--- src/rtl/mbx_pkg.sv ---
package mbx_pkg;
  localparam int unsigned MBX_ADDR_W = 15;

  // Submit may proceed when the slot, seen after any fetch this cycle, is free.
  function automatic logic mbx_slot_free(input logic pend_flag, input logic fetching);
    return fetching || !pend_flag;
  endfunction
endpackage

--- src/rtl/mbx_slot_reg.sv ---
module mbx_slot_reg #(
  parameter int unsigned ADDR_W = mbx_pkg::MBX_ADDR_W,
  localparam int unsigned WORD_W = ADDR_W + 1
) (
  input  logic              clk,
  input  logic              rst_n,
  input  logic              sub_valid,
  input  logic [ADDR_W-1:0] sub_addr,
  input  logic              fetch_req,
  output logic [WORD_W-1:0] slot_q,
  output logic              accept,
  output logic [WORD_W-1:0] packed_word
);
  logic [WORD_W-1:0] base_word;
  logic [WORD_W-1:0] slot_d;

  function automatic logic [WORD_W-1:0] pack_req(input logic [ADDR_W-1:0] a);
    return {1'b1, a};
  endfunction

  always_comb begin
    base_word   = fetch_req ? '0 : slot_q;
    accept      = sub_valid && mbx_pkg::mbx_slot_free(slot_q[WORD_W-1], fetch_req);
    packed_word = pack_req(sub_addr);
    slot_d      = accept ? packed_word : base_word;
  end

  always_ff @(posedge clk or negedge rst_n) begin
    if (!rst_n) slot_q <= '0;
    else        slot_q <= slot_d;
  end
endmodule

--- src/rtl/mbx_wake_pulse.sv ---
module mbx_wake_pulse (
  input  logic clk,
  input  logic rst_n,
  input  logic fire,
  output logic pulse
);
  always_ff @(posedge clk or negedge rst_n) begin
    if (!rst_n) pulse <= 1'b0;
    else        pulse <= fire;
  end
endmodule

--- src/rtl/task_mailbox.sv ---
module task_mailbox #(
  parameter int unsigned ADDR_W = mbx_pkg::MBX_ADDR_W,
  localparam int unsigned WORD_W = ADDR_W + 1
) (
  input  logic              clk,
  input  logic              rst_n,
  input  logic              sub_valid,
  input  logic [ADDR_W-1:0] sub_addr,
  output logic [WORD_W-1:0] sub_result,
  output logic              wake,
  input  logic              fetch_req,
  output logic              fetch_go,
  output logic [ADDR_W-1:0] fetch_addr,
  output logic              idle
);
  logic [WORD_W-1:0] slot_q;
  logic              sub_accept;
  logic [WORD_W-1:0] sub_word;
  logic              slot_pend;

  mbx_slot_reg #(.ADDR_W(ADDR_W)) u_slot (
    .clk(clk), .rst_n(rst_n), .sub_valid(sub_valid), .sub_addr(sub_addr),
    .fetch_req(fetch_req), .slot_q(slot_q), .accept(sub_accept),
    .packed_word(sub_word)
  );

  mbx_wake_pulse u_wake (
    .clk(clk), .rst_n(rst_n), .fire(sub_accept), .pulse(wake)
  );

  assign slot_pend  = slot_q[WORD_W-1];
  assign sub_result = sub_accept ? sub_word : '0;
  assign fetch_go   = fetch_req && slot_pend;
  assign fetch_addr = slot_q[ADDR_W-1:0];
  assign idle       = !slot_pend;
endmodule

--- config.mk ---
export PLATFORM = sky130hd
export DESIGN_NAME = task_mailbox
export DESIGN_NICKNAME = d
export VERILOG_FILES = /design/src/rtl/mbx_pkg.sv /design/src/rtl/mbx_slot_reg.sv /design/src/rtl/mbx_wake_pulse.sv /design/src/rtl/task_mailbox.sv
export SDC_FILE = /design/constraint.sdc
export NUM_CORES = 1
export LEC_CHECK = 0
export ABC_AREA = 1
export BUFFER_PORTS_ARGS = -buffer_cell sky130_fd_sc_hd__buf_2
export CORE_UTILIZATION = 38
export CTS_CLUSTER_DIAMETER = 80
export DETAILED_ROUTE_END_ITERATION = 8
export GPL_TIMING_DRIVEN = 1
export MAX_ROUTING_LAYER = met4
export PLACE_DENSITY = 0.74
export SLEW_MARGIN = 20
export SYNTH_ARGS = -nofsm -noshare
export SYNTH_HDL_FRONTEND = slang
export SYNTH_SLANG_ARGS = --single-unit
--- constraint.sdc ---
create_clock -name clk -period 1 [get_ports clk]
set_input_delay 0.15 -clock clk [delete_from_list [all_inputs] [get_ports clk]]
set_output_delay 0.15 -clock clk [all_outputs]
set_load 0.01 [all_outputs]
==> impl_table.tex <==
\begin{tabular}{lr}
\hline
Metric & Value \\
\hline
\multicolumn{2}{l}{\textbf{Pwr}} \\
\quad Internal portion of total power & 1.20 mW \\
\quad Switching part of the total power & 0.316 \\
\quad Part of the total power dissipated in sequential elements & 0.450 \\
\quad Maximum resistive drop on vdd & 0.785 mV \\
\quad Power spent charging and discharging nets & 0.555 mW \\
\quad Part of the total power dissipated in the clock network & 0.206 \\
\quad Power share of the combinational group & 0.344 \\
\quad Total chip power & 1.76 mW \\
\quad PD cells & between 1000 and 1500 nW/um\^{}2 \\
\quad Leakage power & 0.908 nW \\
\multicolumn{2}{l}{\textbf{Synth}} \\
\quad Synthesized netlist net count & between 100 and 150 \\
\quad Mapped Area & 887 um\^{}2 \\
\quad Synth unique cells & 9 \\
\quad Number of instances in the synthesized netlist & 106 \\
\quad Count of warnings emitted by yosys & 0 \\
\quad Number of flip-flops and latches in the synthesized netlist & 17 \\
\quad Sequential cell area fraction in the yosys report & 0.480 \\
\quad Avg Synthesized Cell Area & 8.37 um\^{}2 \\
\multicolumn{2}{l}{\textbf{Placed design}} \\
\quad Number of buffers added on ports & 52 \\
\quad Global placer's final weighted congestion & 0.669 \\
\quad Sum of net half-perimeters after detailed placement & 1380 um \\
\quad Worst Setup Slack post-DPL & -85.8 ps \\
\multicolumn{2}{l}{\textbf{Global routing}} \\
\quad First-pass GRT wire length & 2930 um \\
\quad Met1 track utilization from global routing & 0.188 \\
\quad GR Layer Usage met2 & 0.264 \\
\quad Antenna violations before repair & 0 \\
\quad Routing usage on met3 & 0.0182 \\
\quad Leftover overflow at the end of global routing & 0 \\
\quad Largest net degree at the start of global routing & 18 \\
\quad Overall routing resource usage & 0.157 \\
\quad GRT Max-Usage Layer & met2 \\
\quad Number of global-route vias before repair & 759 \\
\multicolumn{2}{l}{\textbf{Detailed routing}} \\
\quad Drt first-iter violations & 14 \\
\quad Vias per cell & 4.37 \\
\quad DRC Markers & 0 \\
\quad Number of nets still failing antenna checks after routing & 0 \\
\quad Wirelength per Cell & 11.9 um \\
\quad Total wirelength of the detailed-routed design & 2300 um \\
\quad Length of the first detailed-routing pass in iterations & 4 \\
\quad Vias post-DR & 844 \\
\multicolumn{2}{l}{\textbf{Timing}} \\
\quad Fmax achieved & 717 MHz \\
\quad Crit path time final & 1400 ps \\
\quad Final Cycle Share & 1.40 \\
\quad Final Setup Violations & 33 \\
\quad Post-route setup slack & -395 ps \\
\quad Unrepaired setup endpoints after global routing & true \\
\quad Fin. Hold Viols & 0 \\
\quad Fin. max-slew vios & 0 \\
\quad Transition time at the pin with the least slew margin & $\sim$390 ps \\
\quad Final clock skew & approximately 14 ps \\
\quad Max transition margin & 0.741 \\
\multicolumn{2}{l}{\textbf{Finish}} \\
\quad Fraction of layout instances using a drive strength above 1 & 0.667 \\
\quad Fin nets & about 190 \\
\quad Sequential cell area & 425 um\^{}2 \\
\quad Antenna fix cells & 0 \\
\quad Footprint of the multi-input gates & 364 um\^{}2 \\
\quad Area grow syn2layout & 64.5\% \\
\quad \# fillers & 187 \\
\multicolumn{2}{l}{\textbf{Clock network}} \\
\quad CTS max path bufs & 2 \\
\quad Clk\_lat worst skew & between 200 and 300 ps \\
\quad Reg clk slew, reported paths & 110 ps \\
\quad CTS sink cnt & 17 \\
\quad Root buffer selected by CTS & sky130\_fd\_sc\_hd\_\_clkbuf\_4 \\
\quad CTS tree & yes \\
\quad Number of levels the H-tree was split into & 1 \\
\quad Number of clock buffers inserted by TritonCTS & 3 \\
\multicolumn{2}{l}{\textbf{Job}} \\
\quad Maximum capacitance violations & 0 \\
\multicolumn{2}{l}{\textbf{Floorplan}} \\
\quad Die Outline Area & 2530 um\^{}2 \\
\quad Die Wd & 50.3 um \\
\quad Number of cell rows & 17 \\
\quad Core Region & $\sim$2200 um\^{}2 \\
\quad Num ports & 53 \\
\quad Initial standard-cell utilization of the core & 0.401 \\
\quad Vertical die dimension & 50.3 um \\
\multicolumn{2}{l}{\textbf{Worst hold path}} \\
\quad Class of the tightest hold or removal check & primary input to flip-flop \\
\multicolumn{2}{l}{\textbf{Outcome}} \\
\quad Failing checks & setup timing \\
\quad Run status & finished, violations left \\
\multicolumn{2}{l}{\textbf{Setup path}} \\
\quad Crit path kind & flip-flop to primary output \\
\quad Highest fanout seen on the critical path & 6 \\
\quad Worst EP required & 850 ps \\
\quad Element type at the critical path end & primary output \\
\quad Arrival time worst endpoint & 1250 ps \\
\quad Worst Setup Start Kind & flip-flop \\
\hline
\end{tabular}
metrics by stage:
step	instances	hold WS, ps	TNS (ps)	instance area (um^2)	utilization
after floorplan	106	-146	0	893	-
after global placement	174	85.3	-524	1080	0.490
after detailed placement	174	91.9	-1760	1080	0.490
after CTS	183	105	-6650	1180	0.532
after global routing	193	93.5	-10930	1460	0.660
final	193	93.9	-9280	1460	0.660
power groups by stage:
stage | clock [mW] | sequential, mW | combinational (mW)
floorplan | 0 | 0.800 | 0.294
global placement | 0 | 0.803 | 0.383
detailed placement | 0 | 0.805 | 0.393
CTS | 0.374 | 0.789 | 0.442
global route | 0.408 | 0.797 | 0.653
finish | 0.361 | 0.792 | 0.606
path summary, 6_finish.rpt:
check                           cells after the start                end               from  slack (ps)
worst min register to register                      2  u_slot.slot_q[12]  u_slot.slot_q[12]         480
worst max register to register                      7   u_slot.slot_q[0]  u_slot.slot_q[15]        -200
worst max-delay path                                5     sub_result[11]  u_slot.slot_q[15]        -400
min in group asynchronous                           2   u_slot.slot_q[1]              rst_n         310
max in group asynchronous                           2   u_slot.slot_q[0]              rst_n         400
worst min-delay path                                3   u_slot.slot_q[7]        sub_addr[7]          90
repair_timing:
| action | in CTS | in global routing |
|---|---|---|
| resized for setup | 3 | 46 |
| setup buffers | 4 | 10 |
| gates cloned | 0 | 0 |
| hold endpoints to repair | 17 | 0 |
| hold buffers | 1 | 0 |
| endpoints found under the setup margin | 34 | 42 |
| pin swaps | 1 | 1 |
placed cells by master, fill, tap and decap left out:
cell type,count
sky130_fd_sc_hd__a21oi_4,1
sky130_fd_sc_hd__buf_12,1
sky130_fd_sc_hd__buf_2,42
sky130_fd_sc_hd__buf_4,16
sky130_fd_sc_hd__buf_6,14
sky130_fd_sc_hd__buf_8,1
sky130_fd_sc_hd__clkbuf_4,3
sky130_fd_sc_hd__clkinv_2,1
sky130_fd_sc_hd__dfrtp_1,17
sky130_fd_sc_hd__dlygate4sd3_1,1
sky130_fd_sc_hd__inv_1,8
sky130_fd_sc_hd__inv_2,10
sky130_fd_sc_hd__inv_4,1
sky130_fd_sc_hd__nand2_1,29
sky130_fd_sc_hd__nand2_2,4
sky130_fd_sc_hd__nand2_4,1
sky130_fd_sc_hd__nand3_2,8
sky130_fd_sc_hd__nand3_4,7
final cells by class:
class	instances	area share
clock buffers	3	0.0154
clock inverters	1	0.00343
inverters	19	0.0506
multi-input cells	50	0.250
flip-flops and latches	17	0.292
well taps	28	0.0240
repair buffers	75	0.365
flip-flops by register name, summed over array words and instances, names as in the netlist:
signal and flops:
u_slot.slot_q 16, u_wake.pulse 1
cell families (layout without fill, tap and decap cells):
kind of cell,after synthesis,count (layout),share of synthesized area
flip-flops,17,17,0.480
AO/OA/AOI/OAI,1,1,0.0183
buffers and inverters,39,98,0.262
AND/OR/NAND/NOR,49,49,0.240
cells in the mapped netlist:
master                    count  area [um^2]
sky130_fd_sc_hd__nand2_2      4         25.0
sky130_fd_sc_hd__dfrtp_1     17          425
sky130_fd_sc_hd__inv_1       18         67.6
sky130_fd_sc_hd__nand3_1     15         75.1
sky130_fd_sc_hd__buf_4       17          128
sky130_fd_sc_hd__a21oi_4      1         16.3
sky130_fd_sc_hd__inv_2        1         3.75
sky130_fd_sc_hd__nand2_1     30          113
sky130_fd_sc_hd__buf_6        3         33.8
critical path, stage by stage, from the launching register on:
cell and delay [ps]:
sky130_fd_sc_hd__dfrtp_1 430, sky130_fd_sc_hd__nand2_4 130, sky130_fd_sc_hd__buf_8 150, sky130_fd_sc_hd__nand3_2 70, sky130_fd_sc_hd__inv_1 50, sky130_fd_sc_hd__buf_2 120
metal layers:
layer	vias to the layer above	wire [um]
met5	-	0
met2	42	1210
met3	2	156
li1	417	-
met1	383	914
met4	0	13
Power figures use the tool's default switching activity.
